`config.mk`:
```
export PLATFORM = sky130hd
export DESIGN_NAME = compq_top
export DESIGN_NICKNAME = d
export VERILOG_FILES = /design/src/rtl/compq_pkg.sv /design/src/rtl/compq_ptr.sv /design/src/rtl/compq_retsel.sv /design/src/rtl/compq_top.sv
export SDC_FILE = /design/constraint.sdc
export NUM_CORES = 1
export LEC_CHECK = 0
export BUFFER_PORTS_ARGS = -buffer_cell sky130_fd_sc_hd__buf_4
export CORE_MARGIN = 4
export CORE_UTILIZATION = 40
export CTS_BUF_LIST = sky130_fd_sc_hd__clkbuf_2 sky130_fd_sc_hd__clkbuf_4 sky130_fd_sc_hd__clkbuf_8
export DETAILED_ROUTE_END_ITERATION = 8
export GPL_ROUTABILITY_DRIVEN = 0
export MAX_ROUTING_LAYER = met4
export SLEW_MARGIN = 0
export SYNTH_ARGS = -nofsm -noshare
export SYNTH_HDL_FRONTEND = slang
export SYNTH_SLANG_ARGS = --single-unit
export TNS_END_PERCENT = 20
```
`constraint.sdc`:
```
create_clock -name clk -period 9.8 [get_ports clk]
set_input_delay 0.49 -clock clk [delete_from_list [all_inputs] [get_ports clk]]
set_output_delay 0.49 -clock clk [all_outputs]
set_load 0.01 [all_outputs]
```
`src/rtl/compq_pkg.sv`:
```
package compq_pkg;
  // wrap an index sum back into 0..d-1 (sum never reaches 2*d)
  function automatic int wrap_idx(input int v, input int d);
    return (v >= d) ? v - d : v;
  endfunction
endpackage

```
`src/rtl/compq_ptr.sv`:
```
module compq_ptr #(
  parameter int DEPTH = 6,
  parameter int IDX_W = 3
) (
  input  logic             clk,
  input  logic             rst,
  input  logic             clr,
  input  logic [1:0]       step,
  output logic [IDX_W-1:0] ptr,
  output logic [IDX_W-1:0] ptr_p1
);
  logic [IDX_W-1:0] ptr_q;
  logic [IDX_W-1:0] ptr_p2;

  assign ptr    = ptr_q;
  assign ptr_p1 = IDX_W'(compq_pkg::wrap_idx(int'(ptr_q) + 1, DEPTH));
  assign ptr_p2 = IDX_W'(compq_pkg::wrap_idx(int'(ptr_q) + 2, DEPTH));

  always_ff @(posedge clk) begin
    if (rst || clr) begin
      ptr_q <= '0;
    end else begin
      case (step)
        2'd1:    ptr_q <= ptr_p1;
        2'd2:    ptr_q <= ptr_p2;
        default: ptr_q <= ptr_q;
      endcase
    end
  end
endmodule

```
`src/rtl/compq_retsel.sv`:
```
module compq_retsel #(
  parameter int DEPTH = 6,
  parameter int IDX_W = 3
) (
  input  logic [DEPTH-1:0] vld,
  input  logic [DEPTH-1:0] done,
  input  logic [IDX_W-1:0] head,
  input  logic [IDX_W-1:0] head_p1,
  output logic [1:0]       ret,
  output logic [1:0]       ret_n
);
  always_comb begin
    ret[0] = vld[head] & done[head];
    ret[1] = ret[0] & vld[head_p1] & done[head_p1];
    ret_n  = {1'b0, ret[0]} + {1'b0, ret[1]};
  end
endmodule

```
`src/rtl/compq_top.sv`:
```
module compq_top #(
  parameter int DEPTH = 6,
  parameter int TAG_W = 6,
  localparam int IDX_W = $clog2(DEPTH),
  localparam int CNT_W = $clog2(DEPTH + 1)
) (
  input  logic             clk,
  input  logic             rst,
  input  logic             flush,
  input  logic [1:0]       alloc_num,
  input  logic [TAG_W-1:0] alloc_dst0,
  input  logic [TAG_W-1:0] alloc_dst1,
  output logic [IDX_W-1:0] alloc_idx0,
  output logic [IDX_W-1:0] alloc_idx1,
  output logic [CNT_W-1:0] free_cnt,
  input  logic [1:0]       fin_vld,
  input  logic [IDX_W-1:0] fin_idx0,
  input  logic [IDX_W-1:0] fin_idx1,
  output logic [1:0]       ret_vld,
  output logic [TAG_W-1:0] ret_dst0,
  output logic [TAG_W-1:0] ret_dst1
);
  logic [DEPTH-1:0] vld_q, done_q;
  logic [TAG_W-1:0] dst_mem [DEPTH];
  logic [CNT_W-1:0] free_q;
  logic [IDX_W-1:0] tail, tail_p1, head, head_p1;
  logic [1:0]       acc_n, ret_n, ret;
  logic             acc_ok;

  // whole request accepted or refused against the registered free count
  assign acc_ok = (alloc_num != 2'd3) && (CNT_W'(alloc_num) <= free_q) && !flush;
  assign acc_n  = acc_ok ? alloc_num : 2'd0;

  compq_ptr #(.DEPTH(DEPTH), .IDX_W(IDX_W)) tail_i (
    .clk(clk), .rst(rst), .clr(flush), .step(acc_n),
    .ptr(tail), .ptr_p1(tail_p1)
  );

  compq_ptr #(.DEPTH(DEPTH), .IDX_W(IDX_W)) head_i (
    .clk(clk), .rst(rst), .clr(flush), .step(ret_n),
    .ptr(head), .ptr_p1(head_p1)
  );

  compq_retsel #(.DEPTH(DEPTH), .IDX_W(IDX_W)) sel_i (
    .vld(vld_q), .done(done_q), .head(head), .head_p1(head_p1),
    .ret(ret), .ret_n(ret_n)
  );

  assign alloc_idx0 = tail;
  assign alloc_idx1 = tail_p1;
  assign free_cnt   = free_q;
  assign ret_vld    = ret;
  assign ret_dst0   = dst_mem[head];
  assign ret_dst1   = dst_mem[head_p1];

  always_ff @(posedge clk) begin
    if (rst || flush) free_q <= CNT_W'(DEPTH);
    else              free_q <= free_q - CNT_W'(acc_n) + CNT_W'(ret_n);
  end

  // tag storage: write-only at dispatch, no reset
  always_ff @(posedge clk) begin
    if (acc_n != 2'd0) dst_mem[tail]    <= alloc_dst0;
    if (acc_n == 2'd2) dst_mem[tail_p1] <= alloc_dst1;
  end

  for (genvar i = 0; i < DEPTH; i++) begin : g_ent
    logic set_a, clr_r, fin_h;
    always_comb begin
      set_a = ((acc_n != 2'd0) && (tail == IDX_W'(i))) ||
              ((acc_n == 2'd2) && (tail_p1 == IDX_W'(i)));
      clr_r = (ret[0] && (head == IDX_W'(i))) ||
              (ret[1] && (head_p1 == IDX_W'(i)));
      fin_h = (fin_vld[0] && (fin_idx0 == IDX_W'(i))) ||
              (fin_vld[1] && (fin_idx1 == IDX_W'(i)));
    end
    always_ff @(posedge clk) begin
      if (rst || flush) begin
        vld_q[i]  <= 1'b0;
        done_q[i] <= 1'b0;
      end else if (set_a) begin
        vld_q[i]  <= 1'b1;
        done_q[i] <= 1'b0;
      end else if (clr_r) begin
        vld_q[i]  <= 1'b0;
        done_q[i] <= 1'b0;
      end else if (fin_h && vld_q[i]) begin
        done_q[i] <= 1'b1;
      end
    end
  end
endmodule

```
== Word-level counts from Yosys, hierarchy flattened ==
Memories as Yosys holds them, arrays and structs flattened. A register that Yosys moved wholly into a read port is not among the register bits.
Index checks and enable logic that the tools add are counted.

* Bits in writable memories: 36
* Output and inout bits: 23
* Memories kept: 1
* Input port bits: 25
* Register bits after elaboration: 21
* Word-level logic and storage cells: 190

{| class="wikitable"
|+ Memory list
! name !! depth !! bits a word !! rd ports !! clocked after memory_dff !! wr ports !! line !! text
|-
| dst_mem || 6 || 6 || 2 || 1 || 2 || compq_top.sv:24 || <nowiki>logic [TAG_W-1:0] dst_mem [DEPTH];</nowiki>
|}

* Eq/ne operators: 35
* Magnitude comparators: 7
* Multiplexer cells: 33
* Reduce and logical (&&, ||, !) cells: 85
* Bitwise logic cells: 3
* Add/subtract/negate cells: 11

{| class="wikitable"
|+ Operators with widths
! operator !! number
|-
| logical AND 1 bit || 44
|-
| == test 3 x 2 -> 1 bit (second input constant) || 12
|-
| == test 3 bit (second input constant) || 12
|-
| 2-to-1 mux 1 bit || 20
|-
| logical OR 1 bit || 19
|-
| == test 3 x 1 -> 1 bit (second input constant) || 6
|-
| logical NOT 3 bit || 6
|-
| 2-to-1 mux 3 bit || 6
|-
| nonzero test 2 bit || 9
|-
| OR reduction 3 bit || 6
|-
| greater-or-equal comparator 4 x 3 -> 1 bit (second input constant) || 4
|-
| binary-select mux 1 bit (select 3 bit) || 4
|-
| one-hot mux 3 bit (2 select lines) || 2
|-
| subtractor 3 x 2 -> 3 bit (second input constant) || 4
|-
| adder 3 x 1 -> 4 bit (second input constant) || 2
|-
| adder 3 x 2 -> 4 bit (second input constant) || 2
|-
| less-than comparator 3 x 4 -> 1 bit (second input constant) || 2
|-
| == test 2 x 1 -> 1 bit (second input constant) || 2
|-
| == test 2 bit (second input constant) || 2
|-
| adder 3 x 2 -> 3 bit || 1
|-
| AND 1 bit || 3
|-
| <= comparator 2 x 3 -> 1 bit || 1
|-
| subtractor 3 x 2 -> 3 bit || 1
|-
| adder 1 x 1 -> 2 bit || 1
|-
| 3 further kinds || 3
|}

== Logic depth before layout (Yosys ltp) ==
Gate-level depths: netlist (run 1).

* Word-level depth: 12
* Depth in mapped cells: 18
* Depth with buffers taken out: 17

== Hierarchy ==
Synthesis (run 1) repeated with hierarchy kept, for this count alone.

* Cells, all modules: 364
* Area, all modules: 4,025.1 um^2

{| class="wikitable"
|+ Modules (own cells, without submodules)
! module !! times used !! seq. area each (um^2) !! cells each !! area each (um^2)
|-
| compq_top || 1 || 1,381.3 || 260 || 3,181.8
|-
| compq_ptr || 2 || 60.1 || 42 || 339.1
|-
| compq_retsel || 1 || 0.0 || 20 || 165.2
|}

== Worst setup path before layout (run 1) ==
Ideal clock, no wire load.

* Path kind: register to register
* From: register head_i.ptr_q[0], in the netlist head_i.ptr[0]
* To: register free_q[2], in the netlist free_cnt[2]
* Cell stages (with the launch flop): 16
* Setup time: 0.129 ns
* Path buffers: 1
* Required time: 9.671 ns
* Clock period less this slack: 3.691 ns
* Arrival time: 3.562 ns
* Slack: 6.109 ns
* Path through: dfxtp_1 inv_2 ha_1 buf_6 and2_4 a2111oi_4 a41oi_1 o32a_1 nor2_1 ha_1 inv_1 fa_1 fa_1 xnor2_1 xnor2_1 nand2_1

* Cells in the longest elaborated chain, start to end: 9
* Elaborated cells between the ends (all ways): 17
* Those cells by class: add/sub (4); order compare (1); mux (9); bitwise (3)

{| class="wikitable"
|+ RTL lines
! what !! line !! text
|-
| from (decl) || compq_ptr.sv:12 || <nowiki>logic [IDX_W-1:0] ptr_q;</nowiki>
|-
| from (signal assigned) || compq_ptr.sv:24 || <nowiki>2'd1: ptr_q <= ptr_p1;</nowiki>
|-
| from (signal assigned) || compq_ptr.sv:25 || <nowiki>2'd2: ptr_q <= ptr_p2;</nowiki>
|-
| from (signal assigned) || compq_ptr.sv:26 || <nowiki>default: ptr_q <= ptr_q;</nowiki>
|-
| adder 3 x 1 -> 4 bit || compq_ptr.sv:16 || <nowiki>assign ptr_p1 = IDX_W'(compq_pkg::wrap_idx(int'(ptr_q) + 1, DEPTH));</nowiki>
|-
| greater-or-equal comparator 4 x 3 -> 1 bit or subtractor 3 x 2 -> 3 bit (tied branches) || compq_pkg.sv:4 || <nowiki>return (v >= d) ? v - d : v;</nowiki>
|-
| 2-to-1 mux 3 bit || compq_pkg.sv:4 ||
|-
| binary-select mux 1 bit (select 3 bit) || compq_retsel.sv:14 || <nowiki>ret[1] = ret[0] & vld[head_p1] & done[head_p1];</nowiki>
|-
| 2-to-1 mux 1 bit (not written as such) || compq_retsel.sv:14 ||
|-
| AND 1 bit || compq_retsel.sv:14 ||
|-
| AND 1 bit * || compq_retsel.sv:14 ||
|-
| via ret_vld[1] || compq_top.sv:19 || <nowiki>output logic [1:0] ret_vld,</nowiki>
|-
| adder 1 x 1 -> 2 bit * || compq_retsel.sv:15 || <nowiki>ret_n = {1'b0, ret[0]} + {1'b0, ret[1]};</nowiki>
|-
| adder 3 x 2 -> 3 bit * || compq_top.sv:58 || <nowiki>else free_q <= free_q - CNT_W'(acc_n) + CNT_W'(ret_n);</nowiki>
|-
| to (signal assigned) || compq_top.sv:57 || <nowiki>if (rst || flush) free_q <= CNT_W'(DEPTH);</nowiki>
|-
| to (signal assigned) || compq_top.sv:58 ||
|-
| to (decl) || compq_top.sv:25 || <nowiki>logic [CNT_W-1:0] free_q;</nowiki>
|}

The timed path passes the listed nets; every way through them passes the cells marked *. The select of a mux whose other input is x is not followed.
A chain may end at the register's enable or synchronous reset.

== Worst setup path after layout (run 1) ==
* From: register head_i.ptr_q[0], in the netlist head_i.ptr[0]
* To: register free_q[2], in the netlist free_cnt[2]

* Cells in the longest elaborated chain, start to end: 9
* Elaborated cells between the ends (all ways): 17
* Those cells by class: add/sub (4); order compare (1); mux (9); bitwise (3)

{| class="wikitable"
|+ RTL lines
! what !! line
|-
| adder 3 x 1 -> 4 bit || compq_ptr.sv:16
|-
| greater-or-equal comparator 4 x 3 -> 1 bit or subtractor 3 x 2 -> 3 bit (tied branches) || compq_pkg.sv:4
|-
| 2-to-1 mux 3 bit || compq_pkg.sv:4
|-
| binary-select mux 1 bit (select 3 bit) || compq_retsel.sv:14
|-
| 2-to-1 mux 1 bit (not written as such) || compq_retsel.sv:14
|-
| AND 1 bit (2 in series) || compq_retsel.sv:14
|-
| adder 1 x 1 -> 2 bit * || compq_retsel.sv:15
|-
| adder 3 x 2 -> 3 bit * || compq_top.sv:58
|}

Mark *: on every way between the ends. The rest lies on a longest branch, timed or not. The select of a mux whose other input is x is not followed.

==> key figures, run 1 <==
Power and ir drop
  – Sw Share: 0.240
  – Static Leakage: roughly 0.0018 uW
  – Pwr Density: between 100 and 150 nW/um2
  – Internal power: between 400 and 500 uW
  – Total Power: about 550 uW
  – Max VDD drop: 0.0602 mV
  – Gate power share: 0.095
  – Flop pwr share: 0.498
  – Clock share of power: 0.407
  – Sw Pwr: roughly 130 uW

Logic synthesis
  – Mux cell area share after synthesis: 0.200
  – Top cell type's share of synthesized area: 0.259
  – Register area share after synthesis: 0.374
  – Count of warnings emitted by yosys: 0
  – Yosys reg bits: 60
  – Area leader, netlist: edfxtp_1
  – Post-synthesis adder-cell area fraction: 0.0936
  – Largest family of logic cells by synthesized area: multiplexers
  – Synth Area in Simple Gates: 0.149
  – EDFF count, synth: 36
  – Cells after Synth: between 400 and 500
  – Share of synthesized flip-flops with an asynchronous set or reset: 0
  – Post-synth top flop: edfxtp_1
  – Post-Synth XOR/XNOR Area: 0.0105
  – Top cells by area, synth: edfxtp_1, dfxtp_1, mux2_2
  – Synth Area in Compound Gates: 0.130
  – Post-Syn Area per Cell: 10.3 um2
  – Synthesized area: between 4000 and 5000 um2
  – Syn_nets: 460
  – Cell variety after synth: 65

Setup path
  – WS Path Type: reg -> reg
  – Reg2reg end: free_cnt[2]
  – CP max stage cell: dfxtp_1
  – CP max FO: 27
  – CP Cell Sequence: buf_4 > inv_2 > ha_1 > and2_4 > a2111oi_4 > a41oi_1 > o32a_1 > nor2_1 > ha_1 > inv_1 > fa_1 > fa_1 > xnor2_1 > xnor2_1 > nand2_1
  – Required @ worst endpoint: around 10 ns
  – CP endpoint kind: flop
  – Worst path max stage delay: 0.50 ns
  – Critical Path Source Type: flop
  – Register-to-register setup slack: between 5 and 6 ns
  – CP top delay family: adder cells
  – Crit path buf inv count: 3
  – FF-to-FF path depth: 15
  – Worst reg2reg startpoint: head_i.ptr[0]
  – Worst EP arrival: 4.58 ns

CTS
  – CTS Buffer Depth: 2
  – CTS tree: yes
  – Clock Sinks: 60
  – Post-CTS Hold Buffers: 0
  – CTS root buffer: clkbuf_8
  – Clock transition at path regs: ~0.080 ns
  – Post-CTS setup buffers: 0
  – H-tree levels: 3
  – CTS buffer count: 9
  – Skew-Pair Late Insertion Delay: about 0.35 ns
  – Post-CTS Resized: 0

Floorplanning
  – Core footprint: roughly 10000 um2
  – FP Rows: 37
  – Die Wd: around 110 um
  – IO Count: 48
  – Full die area: ~12000 um2
  – Die Span Y: 110 um
  – Initial core utilization: 0.408

Global routing
  – Initial antenna violation count: 0
  – First-pass GRT wire length: around 17000 um
  – Largest net degree at the start of global routing: 28
  – Vias in the first global route: between 3000 and 4000
  – Grt ovf: 0
  – Gr usage total: 0.190

Route
  – Routed len/inst: between 15 and 20 um
  – Vias: 3277
  – Post-DRT Antenna Nets: 0
  – Routed WL: about 10000 um
  – DR iter-0 viols: 165
  – First-pass DRT Iterations: 5
  – Via/cell ratio: roughly 5.5
  – DRC viols: 0

Layout
  – Final instance area: about 4800 um2
  – Final net count: around 510
  – N_diodes: 0
  – Finished Layout Cells: around 590
  – Layout cells sized above 1: 0.275
  – Combined area of the multi-input logic cells: 2430 um2
  – Number of fill cells in the layout: about 960
  – Area grow syn2layout: 15.8%
  – FF/Latch Area: about 1600 um2

Placed design
  – Dpl hpwl: about 7600 um
  – Placed Instance Area: ~4600 um2
  – Placed instance count: between 500 and 600
  – IO buf count: 47

STA
  – Max Slew Vio Count: 0
  – Final min period: 4.38 ns
  – Worst Clk Skew: ~0.01 ns
  – RSZ-0062 raised after global routing: false
  – F_max: 228 MHz
  – Worst slew pin tran: 1.01 ns
  – Setup TNS: 0 ns
  – Final Hold Viols: 0
  – Final count of negative-setup-slack endpoints: 0
  – Final worst-path cycle share: 0.447
  – Hold WS: between 0.4 and 0.5 ns
  – Rel. slew slack: 0.326

Outcome
  – Status: completed

Min path
  – Hold path depth: 2
  – Hold_sp: alloc_dst0[1]
  – Hold WC Path Type: in -> reg
  – Sink of the worst hold path: dst_mem[4][1]

Flow run
  – Maximum Capacitance Violations: 0
==> logic make-up (layout without fill, tap and decap cells) <==
family                     after synthesis  in the layout
AOI/OAI and AO/OA                       78             78
xor gates and xnor gates                 5              5
buffers and inverters                   42             92
and+or+nand+nor                        124            124
adders and majority gates               30             30
DFF                                     60             60
muxes                                   66             66
==> power groups by stage <==
stage / sequential (uW) / combinational, uW / clock, uW
after global routing: 274 / 58.2 / 241
after detailed placement: 279 / 52.3 / 0
after floorplan: 279 / 29.7 / 0
after CTS: 273 / 52.7 / 229
after global placement: 279 / 51.4 / 0
final: 274 / 52.4 / 224
==> cells in the mapped netlist, types with 3 or more instances <==
library cell and instances:
nor2b_1 6, o21ai_0 13, a21oi_1 26, o22ai_1 3, ha_1 28, a32oi_1 4
and2_1 6, dfxtp_1 24, nor3_1 4, nor2_1 32, nand2_1 40, mux2_2 38
or3_1 3, and3_1 3, mux2i_1 18, a32o_1 3, mux4_2 10, o21a_1 3
clkbuf_1 9, inv_1 24, edfxtp_1 36, nand3b_1 4, nand3_1 8, xnor2_1 5
==> worst max-delay path by stage <==
stage / from / end / slack, ns / cells after the start
6_report: head_i.ptr[0] / free_cnt[2] / 5.42 / 15
3_3_place_gp: head_i.ptr[0] / free_cnt[2] / 5.56 / 18
4_1_cts: head_i.ptr[0] / free_cnt[2] / 5.40 / 15
3_5_place_dp: head_i.ptr[0] / free_cnt[2] / 5.42 / 14
2_1_floorplan: head_i.ptr[0] / free_cnt[2] / 6.11 / 15
5_1_grt: head_i.ptr[0] / free_cnt[2] / 5.05 / 18
==> area by class of cell <==
class	count	share of cell area
multi-input combinational	303	0.503
timing repair buffer	50	0.0777
sequential	60	0.323
clock inverter	6	0.0135
inverter	26	0.0202
tap	136	0.0352
clock buffer	10	0.0272
==> state kept, by name (all words and copies together) (netlist names), named ones only <==
register	count
done_q	6
dst_mem	36
free_cnt	3
head_i.ptr	3
tail_i.ptr	3
vld_q	6
==> metrics by stage <==
step                setup WS (ns)  utilization
detailed placement           5.42        0.453
CTS                          5.40        0.472
global route                 5.05        0.472
finish                       5.42        0.472
global placement             5.56        0.453
floorplan                    6.11            -
==> layer usage <==
layer  part of all wire  track usage
met5                  0            -
met4              0.021       0.0695
met3              0.042       0.0425
met2               0.50        0.307
met1               0.44        0.233
==> placed cells by master, fill, tap and decap left out, types with 3 or more instances in the layout <==
cell        synthesis  layout
nand2_1            40      40
clkbuf_8            0       9
a32oi_1             4       4
and2_1              6       6
o21ai_0            13      13
mux2i_1            18      18
a21oi_1            26      26
inv_1              24      24
mux2_2             38      38
xnor2_1             5       5
nor2b_1             6       6
or3_1               3       3
nand3_1             8       8
nand3b_1            4       4
mux4_2             10      10
buf_4               1      50
and3_1              3       3
o22ai_1             3       3
clkinvlp_4          0       3
a32o_1              3       3
dfxtp_1            24      24
edfxtp_1           36      36
o21a_1              3       3
ha_1               28      28
nor3_1              4       4
nor2_1             32      32
==> worst reg2reg max path, stage by stage (launching register included) <==
cell       delay [ns]
dfxtp_1          0.50
buf_4            0.40
inv_2            0.13
ha_1             0.46
and2_4           0.25
a2111oi_4        0.30
a41oi_1          0.08
o32a_1           0.27
nor2_1           0.28
ha_1             0.21
inv_1            0.05
fa_1             0.47
fa_1             0.46
xnor2_1          0.18
xnor2_1          0.13
nand2_1          0.07
Power figures use the tool's default switching activity.
==> run 2, diff against run 1 <==
- clock period: 9.8 -> 4.3 ns (I/O delays scaled with it)
==> key figures, run 2 (same netlist as run 1, synthesis figures left out) <==
Power and ir drop
  – Internal power: 1020 uW (+140%)
  – Sw Share: 0.220 (-0.0201)
  – Sw Pwr: 288 uW (+120%)
  – Gate power share: 0.091 (-0.004)
  – Static Leakage: 0.00184 uW (+1.9%)
  – Flop pwr share: 0.476 (-0.022)
  – Max VDD drop: 0.263 mV (+340%)
  – Clock share of power: 0.433 (+0.026)
  – Pwr Density: 269 nW/um2 (+140%)

Global routing
  – Gr usage total: 0.189 (-0.00113)
  – Most used routing layer: met2
  – GR Util met3: 0.0379 (-0.00466)
  – GRT met1 Usage: 0.224 (-0.00974)
  – GR Util met2: 0.321 (+0.0139)
  – First-pass GRT wire length: 16900 um (+0.12%)
  – Grt ovf: 0 (unchanged)
  – Vias in the first global route: 3290 (+0.15%)
  – Initial antenna violation count: 0 (unchanged)
  – Largest net degree at the start of global routing: 18 (-36%)

CTS
  – CTS tree: yes
  – Post-CTS Hold Buffers: 0 (unchanged)
  – CTS Buffer Depth: 2 (unchanged)
  – CTS root buffer: clkbuf_8
  – Clock transition at path regs: 0.07 ns (about the same)
  – Post-CTS Resized: 0 (unchanged)
  – H-tree levels: 3 (unchanged)
  – Skew-Pair Late Insertion Delay: 0.34 ns (about the same)
  – CTS buffer count: 9 (unchanged)
  – Post-CTS setup buffers: 0 (unchanged)
  – Clock Sinks: 60 (unchanged)

Layout
  – Commonest non-fill, non-tap cell in the layout: buf_4
  – Max reg flops: 36 (unchanged)
  – Area grow syn2layout: 16.9%
  – Largest regs: dst_mem (36), done_q (6), vld_q (6)
  – Top reg by flops: dst_mem
  – Layout cells sized above 1: 0.280 (+0.00536)
  – Number of fill cells in the layout: 950 (-0.94%)
  – Fin util: 0.476 (+0.00416)
  – Commonest cells after routing, fill and taps aside: buf_4, nand2_1, mux2_2
  – Final net count: 507 (+0.40%)
  – N_diodes: 0 (unchanged)

Route
  – Vias: 3251 (-0.79%)
  – Routed len/inst: 17.5 um (-0.76%)
  – DRC viols: 0 (unchanged)
  – Post-DRT Antenna Nets: 0 (unchanged)
  – First-pass DRT Iterations: 5 (unchanged)
  – Via/cell ratio: 5.48 (-1.1%)
  – Routed WL: 10400 um (-0.42%)
  – DR iter-0 viols: 138 (-16%)

Floorplanning
  – Die Span Y: 110 um (unchanged)
  – Core footprint: 10200 um2 (unchanged)
  – FP Rows: 37 (unchanged)
  – Full die area: 12100 um2 (unchanged)
  – Die Wd: 110 um (unchanged)
  – IO Count: 48 (unchanged)
  – Initial core utilization: 0.408 (unchanged)

Setup path
  – Critical Path Source Type: flop
  – CP max FO: 10 (-63%)
  – CP endpoint kind: flop
  – Worst EP arrival: 4.16 ns (-0.42 ns)
  – Required @ worst endpoint: 4.49 ns (-5.50 ns)
  – WS Path Type: reg -> reg

Outcome
  – Status: completed

STA
  – F_max: 252 MHz (+11%)
  – Setup TNS: 0 ns (unchanged)
  – Final worst-path cycle share: 0.922 (+0.475)
  – Worst slew pin tran: 0.971 ns (-0.0379 ns)
  – Final Hold Viols: 0 (unchanged)
  – RSZ-0062 raised after global routing: false
  – Final count of negative-setup-slack endpoints: 0 (unchanged)
  – Worst Clk Skew: 0.00704 ns (-0.00299 ns)
  – Rel. slew slack: 0.352 (+0.0253)
  – Max Slew Vio Count: 0 (unchanged)
  – Final min period: 3.97 ns (-0.418 ns)

Placed design
  – IO buf count: 47 (unchanged)
  – Dpl hpwl: 7640 um (+0.92%)

Flow run
  – Maximum Capacitance Violations: 0 (unchanged)

Min path
  – Hold WC Path Type: in -> reg
-- run 2: cell count changes in the layout (fill, tap and decap cells not counted) --
cell,change
clkbuf_4,-1
inv_6,+1
clkinv_1,-1
bufinv_16,+1
clkbuf_8,+1
clkinv_2,+2
clkinvlp_4,-2
buf_4,+2
clkinv_4,-1
-- run 2: area by class of cell --
cell class | count | area [um2] | area share
inverters | 26 | 97.6 | 0.0200
clock inverters | 6 | 86.3 | 0.0177
flip-flops and latches | 60 | 1560 | 0.320
well taps | 136 | 170 | 0.0349
clock buffers | 10 | 138 | 0.0282
repair buffers | 52 | 390 | 0.0801
multi-input cells | 303 | 2430 | 0.499
-- run 2: metal layers --
metal	vias to the layer above	share of wire
li1	1594	-
met1	1565	0.44
met2	70	0.50
met3	22	0.035
met4	0	0.024
met5	-	0
-- run 2: final timing paths --
kind              cells after the start          start  slack [ns]       endpoint
setup / recovery                     14  head_i.ptr[1]        0.33    free_cnt[2]
hold / removal                        2  alloc_dst1[4]        0.22  dst_mem[5][4]
hold reg to reg                       1       vld_q[2]        0.53       vld_q[2]
setup reg to reg                     14  head_i.ptr[1]        0.33    free_cnt[2]
-- run 2: power groups by stage --
stage / clock [uW] / sequential (uW) / combinational [uW]
after floorplan: 0 / 635 / 67.8
after global placement: 0 / 636 / 117
after detailed placement: 0 / 636 / 119
after CTS: 578 / 623 / 120
after global routing: 605 / 624 / 132
final: 566 / 623 / 119
-- run 2: worst max-delay path, stage by stage (launching register included) --
cell and delay, ns:
dfxtp_1 0.46, inv_1 0.15, ha_1 0.45, and2_4 0.24, a2111oi_4 0.30, a41oi_1 0.08
o32a_1 0.26, nor2_1 0.31, ha_1 0.21, inv_1 0.05, fa_1 0.47, fa_1 0.44
xnor2_1 0.18, xnor2_1 0.14, nand2_1 0.07
-- run 2: metrics by stage --
step / std cells / hold WS, ns / area (um2) / setup slack [ns] / power [uW]
floorplan: 405 / 0.399 / 4170 / 0.609 / 703
global placement: 577 / 0.505 / 4650 / 0.438 / 752
detailed placement: 577 / 0.508 / 4650 / 0.373 / 755
CTS: 593 / 0.205 / 4870 / 0.343 / 1320
global route: 593 / 0.207 / 4870 / 0.000704 / 1360
finish: 593 / 0.218 / 4870 / 0.334 / 1310
